$ cat src/rtl/piso_dbuf_pkg.sv
package piso_dbuf_pkg;

    // Operation applied to the shift stage at the next edge, in priority order
    typedef enum logic [1:0] {
        SOP_HOLD  = 2'd0,
        SOP_SHIFT = 2'd1,
        SOP_LOAD  = 2'd2,
        SOP_CLEAR = 2'd3
    } shop_e;

    // Control word handed from the decoder to the shift stage
    typedef struct packed {
        shop_e op;
        logic  take_new;   // load source is the live parallel input
    } shctl_t;

    // Clear wins over load; load wins over shift
    function automatic shop_e pick_op(input logic load_n,
                                      input logic clear_n,
                                      input logic shift_en);
        shop_e r;
        if (!clear_n)      r = SOP_CLEAR;
        else if (!load_n)  r = SOP_LOAD;
        else if (shift_en) r = SOP_SHIFT;
        else               r = SOP_HOLD;
        return r;
    endfunction

endpackage

$ cat src/rtl/piso_dbuf_ctrl.sv
module piso_dbuf_ctrl
    import piso_dbuf_pkg::*;
(
    input  logic   load_n,
    input  logic   clear_n,
    input  logic   shift_en,
    input  logic   store_en,
    output shctl_t ctl
);
    always_comb begin
        ctl.op       = pick_op(load_n, clear_n, shift_en);
        ctl.take_new = (ctl.op == SOP_LOAD) && store_en;
    end
endmodule

$ cat src/rtl/piso_dbuf_store.sv
module piso_dbuf_store #(
    parameter int WIDTH = 8
) (
    input  logic             clk,
    input  logic             rst,
    input  logic             store_en,
    input  logic [WIDTH-1:0] par_in,
    output logic [WIDTH-1:0] stage_q
);
    always_ff @(posedge clk) begin
        if (rst)           stage_q <= '0;
        else if (store_en) stage_q <= par_in;
    end
endmodule

$ cat src/rtl/piso_dbuf_shift.sv
module piso_dbuf_shift
    import piso_dbuf_pkg::*;
#(
    parameter int WIDTH = 8
) (
    input  logic             clk,
    input  logic             rst,
    input  shctl_t           ctl,
    input  logic [WIDTH-1:0] stage_q,
    input  logic [WIDTH-1:0] par_in,
    input  logic             ser_in,
    output logic [WIDTH-1:0] shift_q
);
    logic [WIDTH-1:0] load_src;
    logic [WIDTH-1:0] lower;
    logic [WIDTH-1:0] shift_d;

    // Pass-through: a store in the same cycle as a load feeds the new word
    assign load_src = ctl.take_new ? par_in : stage_q;

    for (genvar g = 0; g < WIDTH; g++) begin : g_bit
        if (g == 0) begin : g_entry
            assign lower[g] = ser_in;
        end else begin : g_chain
            assign lower[g] = shift_q[g-1];
        end

        always_comb begin
            unique case (ctl.op)
                SOP_CLEAR: shift_d[g] = 1'b0;
                SOP_LOAD:  shift_d[g] = load_src[g];
                SOP_SHIFT: shift_d[g] = lower[g];
                default:   shift_d[g] = shift_q[g];
            endcase
        end
    end

    always_ff @(posedge clk) begin
        if (rst) shift_q <= '0;
        else     shift_q <= shift_d;
    end
endmodule

$ cat src/rtl/piso_dbuf.sv
module piso_dbuf
    import piso_dbuf_pkg::*;
#(
    parameter int WIDTH = 8
) (
    input  logic             clk,
    input  logic             rst,
    input  logic             store_en,
    input  logic [WIDTH-1:0] par_in,
    input  logic             load_n,
    input  logic             clear_n,
    input  logic             shift_en,
    input  logic             ser_in,
    output logic             ser_out
);
    localparam int TOP = WIDTH - 1;

    shctl_t           ctl;
    logic [WIDTH-1:0] stage_q;
    logic [WIDTH-1:0] shift_q;

    piso_dbuf_ctrl u_ctrl (
        .load_n   (load_n),
        .clear_n  (clear_n),
        .shift_en (shift_en),
        .store_en (store_en),
        .ctl      (ctl)
    );

    piso_dbuf_store #(.WIDTH(WIDTH)) u_store (
        .clk      (clk),
        .rst      (rst),
        .store_en (store_en),
        .par_in   (par_in),
        .stage_q  (stage_q)
    );

    piso_dbuf_shift #(.WIDTH(WIDTH)) u_shift (
        .clk      (clk),
        .rst      (rst),
        .ctl      (ctl),
        .stage_q  (stage_q),
        .par_in   (par_in),
        .ser_in   (ser_in),
        .shift_q  (shift_q)
    );

    assign ser_out = shift_q[TOP];
endmodule

$ cat config.mk
export PLATFORM = sky130hd
export DESIGN_NAME = piso_dbuf
export DESIGN_NICKNAME = d
export VERILOG_FILES = /design/src/rtl/piso_dbuf_pkg.sv /design/src/rtl/piso_dbuf_ctrl.sv /design/src/rtl/piso_dbuf_store.sv /design/src/rtl/piso_dbuf_shift.sv /design/src/rtl/piso_dbuf.sv
export SDC_FILE = /design/constraint.sdc
export NUM_CORES = 1
export LEC_CHECK = 0
export ABC_AREA = 1
export CAP_MARGIN = 20
export CORE_MARGIN = 2
export CORE_UTILIZATION = 54
export CTS_CLUSTER_DIAMETER = 50
export DETAILED_ROUTE_END_ITERATION = 10
export PLACE_DENSITY_LB_ADDON = 0.2
export SYNTH_ARGS = -nofsm -noshare
export SYNTH_HDL_FRONTEND = slang
export SYNTH_SLANG_ARGS = --single-unit
export TNS_END_PERCENT = 20
$ cat constraint.sdc
create_clock -name clk -period 3.35 [get_ports clk]
set_input_delay 0.67 -clock clk [delete_from_list [all_inputs] [get_ports clk]]
set_output_delay 0.67 -clock clk [all_outputs]
set_load 0.1 [all_outputs]
### Word level (Yosys, flattened, before mapping)

Index checks and enable logic that the tools add are counted.
Widths: inputs -> output; s select.

| operators by class | value |
|---|---|
| eq/ne operators | 3 |
| multiplexer cells | 12 |
| reduce and logical (&&, ||, !) cells | 2 |

Operators by type and width:

| kind | count |
|---|---|
| $pmux 1 s3 | 8 |
| $mux 8 | 1 |
| $eq 2x2->1 const B | 2 |
| $mux 2 | 2 |
| $reduce_bool 3->1 | 1 |
| $eq 2x1->1 const B | 1 |
| $logic_and 1x1->1 | 1 |
| $mux 1 | 1 |

| storage, ports and cells | value |
|---|---|
| bits in registers | 16 |
| word-level logic and storage cells | 19 |

### Longest topological paths before layout

| logic depth | value |
|---|---|
| word-level depth | 7 |
| depth in mapped cells | 9 |
| mapped depth without buffers | 8 |

### By module

Synthesis repeated with hierarchy kept, for this count alone.

| unflattened totals | value |
|---|---|
| cell total of the unflattened synthesis | 159 |
| area, all modules | 1023.5 um^2 |

By module, submodules not included:

| module | instances | cells each | area an instance (um^2) | sequential area each (um^2) |
|---|---|---|---|---|
| piso_dbuf_shift | 1 | 101 | 653.1 | 160.2 |
| piso_dbuf_store | 1 | 51 | 341.6 | 160.2 |
| piso_dbuf_ctrl | 1 | 7 | 28.8 | 0.0 |

### Least setup slack after synthesis

No wires, ideal clock.

| timing path | value |
|---|---|
| path kind | reg2out |
| start | register u_shift.shift_q[7] |
| end | output ser_out |
| arrival | 924 ps |
| data required time | 2680 ps |
| setup slack | 1756 ps |
| stages on the path, launching flop included | 1 |
| path through | dfxtp_1 |

RTL lines:

| what | RTL line | text |
|---|---|---|
| from (decl) | piso_dbuf_shift.sv:12 | `output logic [WIDTH-1:0] shift_q` |
| from (signal assigned) | piso_dbuf_shift.sv:40 | `else shift_q <= shift_d;` |
| to (decl) | piso_dbuf.sv:14 | `output logic ser_out` |

No word-level cell between the ends.

### Worst setup path in the final report

| timing path | value |
|---|---|
| start | input load_n |
| end | register u_shift.shift_q[1] |

| on the way | value |
|---|---|
| word-level cells in the longest chain between the ends | 6 |

Ends and longest elaborated chain:

| what | RTL line | text |
|---|---|---|
| from (decl) | piso_dbuf.sv:10 | `input logic load_n,` |
| $mux 2 (*) | piso_dbuf_pkg.sv:23 | `else if (!load_n) r = SOP_LOAD;` |
| $mux 2 (*) | piso_dbuf_pkg.sv:22 | `if (!clear_n) r = SOP_CLEAR;` |
| $eq 2x2->1 | piso_dbuf_ctrl.sv:12, piso_dbuf_shift.sv:29 |  |
| $logic_and 1x1->1 | piso_dbuf_ctrl.sv:12 | `ctl.take_new = (ctl.op == SOP_LOAD) && store_en;` |
| $mux 8 | piso_dbuf_shift.sv:19 | `assign load_src = ctl.take_new ? par_in : stage_q;` |
| $pmux 1 s3 | piso_dbuf_shift.sv:29 | `unique case (ctl.op)` |

Mark *: on every way between the ends. The rest lies on a longest branch, timed or not.
A chain may end at the register's enable or synchronous reset.

==> metrics <==
final weighted congestion in routability-driven placement between 0.7 and 0.8; latest clock arrival within the worst-skew pair slightly below 0.3 ns; class of the most critical setup path input port to flop; post-synthesis area per instance a little under 7 um^2; cells resized by post-CTS repair 0; global-route usage over all layers between 10% and 20%; fraction of final layout cells sized beyond drive strength 1 ~14%; number of levels the H-tree was split into 1; number of library cell types mapped by synthesis 19; length of routed met2 wiring 764 um; number of antenna violations at the first check in global routing 0; global-route wire length before repair 2730 um; Layout Area Growth over Synthesis 17.0%; total CTS buffers 3; total negative slack 0 ns; setup repair after global routing missed its margin no; end-of-flow core utilization slightly below 70%; Placed Cells incl. Taps 153; clock slew at reported path FFs roughly 0.1 ns; post-synthesis instance area approximately 890 um^2; highest metal layer with signal wires met4; Tightest Pin Transition roughly 0.62 ns; number of cell rows 14; count of final max-slew check failures 0; sum of met3 wire segment lengths after detailed routing 86 um; Synth Net Count 146; data arrival time of the critical path 2.11 ns; hold buffers post-CTS 0; DRT Wirelength roughly 1600 um; cell types with the largest area share after synthesis dfxtp_1 36%, nand2_1 22%, inv_1 7.6%, nand2_2 4.9%, ha_1 4.2%; TritonCTS clock tree yes; final hold violation count 0; non-filler instance count after layout around 160; Die Width 44.6 um; min-delay worst type flop to flop; number of antenna diodes 0; detailed-routing iteration count for the pre-antenna-repair pass 4; GR Overflow Total 0; total setup buffers inserted after CTS 0; kind of start point of the critical path input port; portion of synthesized cell area occupied by the leading cell type around 36%; Leak Pwr about 0.51 nW; largest area contributor in the netlist dfxtp_1; Period Utilization, post-route 56.8%; via count roughly 750; Min Clock Period, post-route 1.90 ns; worst-case headroom to the max-slew limit around 58%; HPWL Detailed between 1000 and 1500 um; I/O Buffers 15; number of buffers on the longest clock path 2; max frequency 526 MHz; Remaining DRCs 0; mean number of vias per cell ~4.8; outcome completed; Ports 16; total power per unit cell area between 300 and 400 nW/um^2; maximum fanout along the worst path 9; Clock Tree Root clkbuf_4; sum of routed wire segments on met1 743 um; Sinks on Clock Net 16; largest net degree at the start of global routing 17; flops & latches, synth 16; area of the die ~2000 um^2; DR WL/cell 10.4 um; worst clock skew ~0.011 ns; largest voltage drop on the vdd net roughly 0.00032 V; area of the core 1520 um^2; via count of the first global-routing pass 674; # setup viols final 0; max-cap viol count 0; Final ANT Viol Nets 0; number of design-rule violations left by the first detailed-router iteration 12; Total Power Consumption 0.000408 W; initial cell density of the core between 50% and 60%; Post-Syn Instances 128; Layout Nets 160; Data required, critical path approximately 3.6 ns; Chip Height approximately 45 um; Syn. warnings 0; CP endpoint kind flop; sequential area share after synthesis 36.1%
cell usage in the layout (no fill, tap or decap), drive strengths merged:
cell type	Yosys	layout
ha	3	3
nand2	59	59
clkdlybuf4s50	0	14
inv	19	19
clkbuf	2	4
buf	3	1
nor2	9	9
a21oi	8	8
nand3	8	8
dfxtp	16	16
worst max-delay path, stage by stage:
cell and delay [ns]:
clkdlybuf4s50_1 0.47, nand2_1 0.05, nand2_1 0.07, inv_1 0.07
ha_1 0.36, nor2_8 0.21, nand2_1 0.07, a21oi_1 0.12
final timing paths:
kind,startpoint,endpoint,slack (ns),cells past startpoint
setup / recovery,load_n,u_shift.shift_q[1],1.45,8
hold / removal,u_shift.shift_q[7],u_shift.shift_q[7],0.48,2
setup reg to reg,u_store.stage_q[2],u_shift.shift_q[2],2.53,6
hold reg to reg,u_shift.shift_q[7],u_shift.shift_q[7],0.48,2
where the power goes:
part,total [W],switching [W],internal [W]
registers,0.000202,0.00000286,0.000199
logic,0.0000771,0.0000437,0.0000334
clock network,0.000129,0.0000623,0.0000662
area by class of cell:
type                    instances  area, um^2
fillers                       132         484
multi-input cells              87         437
flip-flops and latches         16         320
repair buffers                 15         148
inverters                      19        78.8
clock buffers                   4        36.3
well taps                      16        20.0
layer usage:
metal / GRT usage (%) / vias up
met5: 0 / -
met4: 11.5 / 0
met3: 2.86 / 4
met2: 33.0 / 19
met1: 21.9 / 321
li1: - / 403
synthesized netlist by cell type:
library cell / n
nand3_2: 3
nand2_4: 1
nand2_2: 7
dfxtp_1: 16
a21oi_2: 2
clkbuf_2: 1
clkbuf_8: 1
nor2_1: 8
clkdlybuf4s18_2: 1
buf_2: 1
nand2_1: 51
inv_8: 1
nand3_1: 5
inv_1: 18
buf_6: 1
nor2_8: 1
ha_1: 3
buf_4: 1
a21oi_1: 6
registers in the layout (all words and copies together), names as in the netlist:
register         cells
u_store.stage_q      8
u_shift.shift_q      8
cell families (layout without fill, tap and decap cells):
group,Yosys count,after routing,synth area share [%]
flip-flops,16,16,36.1
adder cells (fa/ha/maj),3,3,4.23
buffers and inverters,25,38,14.8
AND/OR/NAND/NOR,76,76,39.6
AO/OA/AOI/OAI,8,8,5.35
per-stage QoR:
stage                     cell area (um^2)  worst slack, ns  hold slack [ns]
after floorplan                        888             1.76            0.444
after global placement                1000             1.19            0.448
after detailed placement              1000             1.14            0.461
after CTS                             1040             1.44            0.475
after global routing                  1040             1.33            0.496
final                                 1040             1.45            0.475
Power figures use the tool's default switching activity.
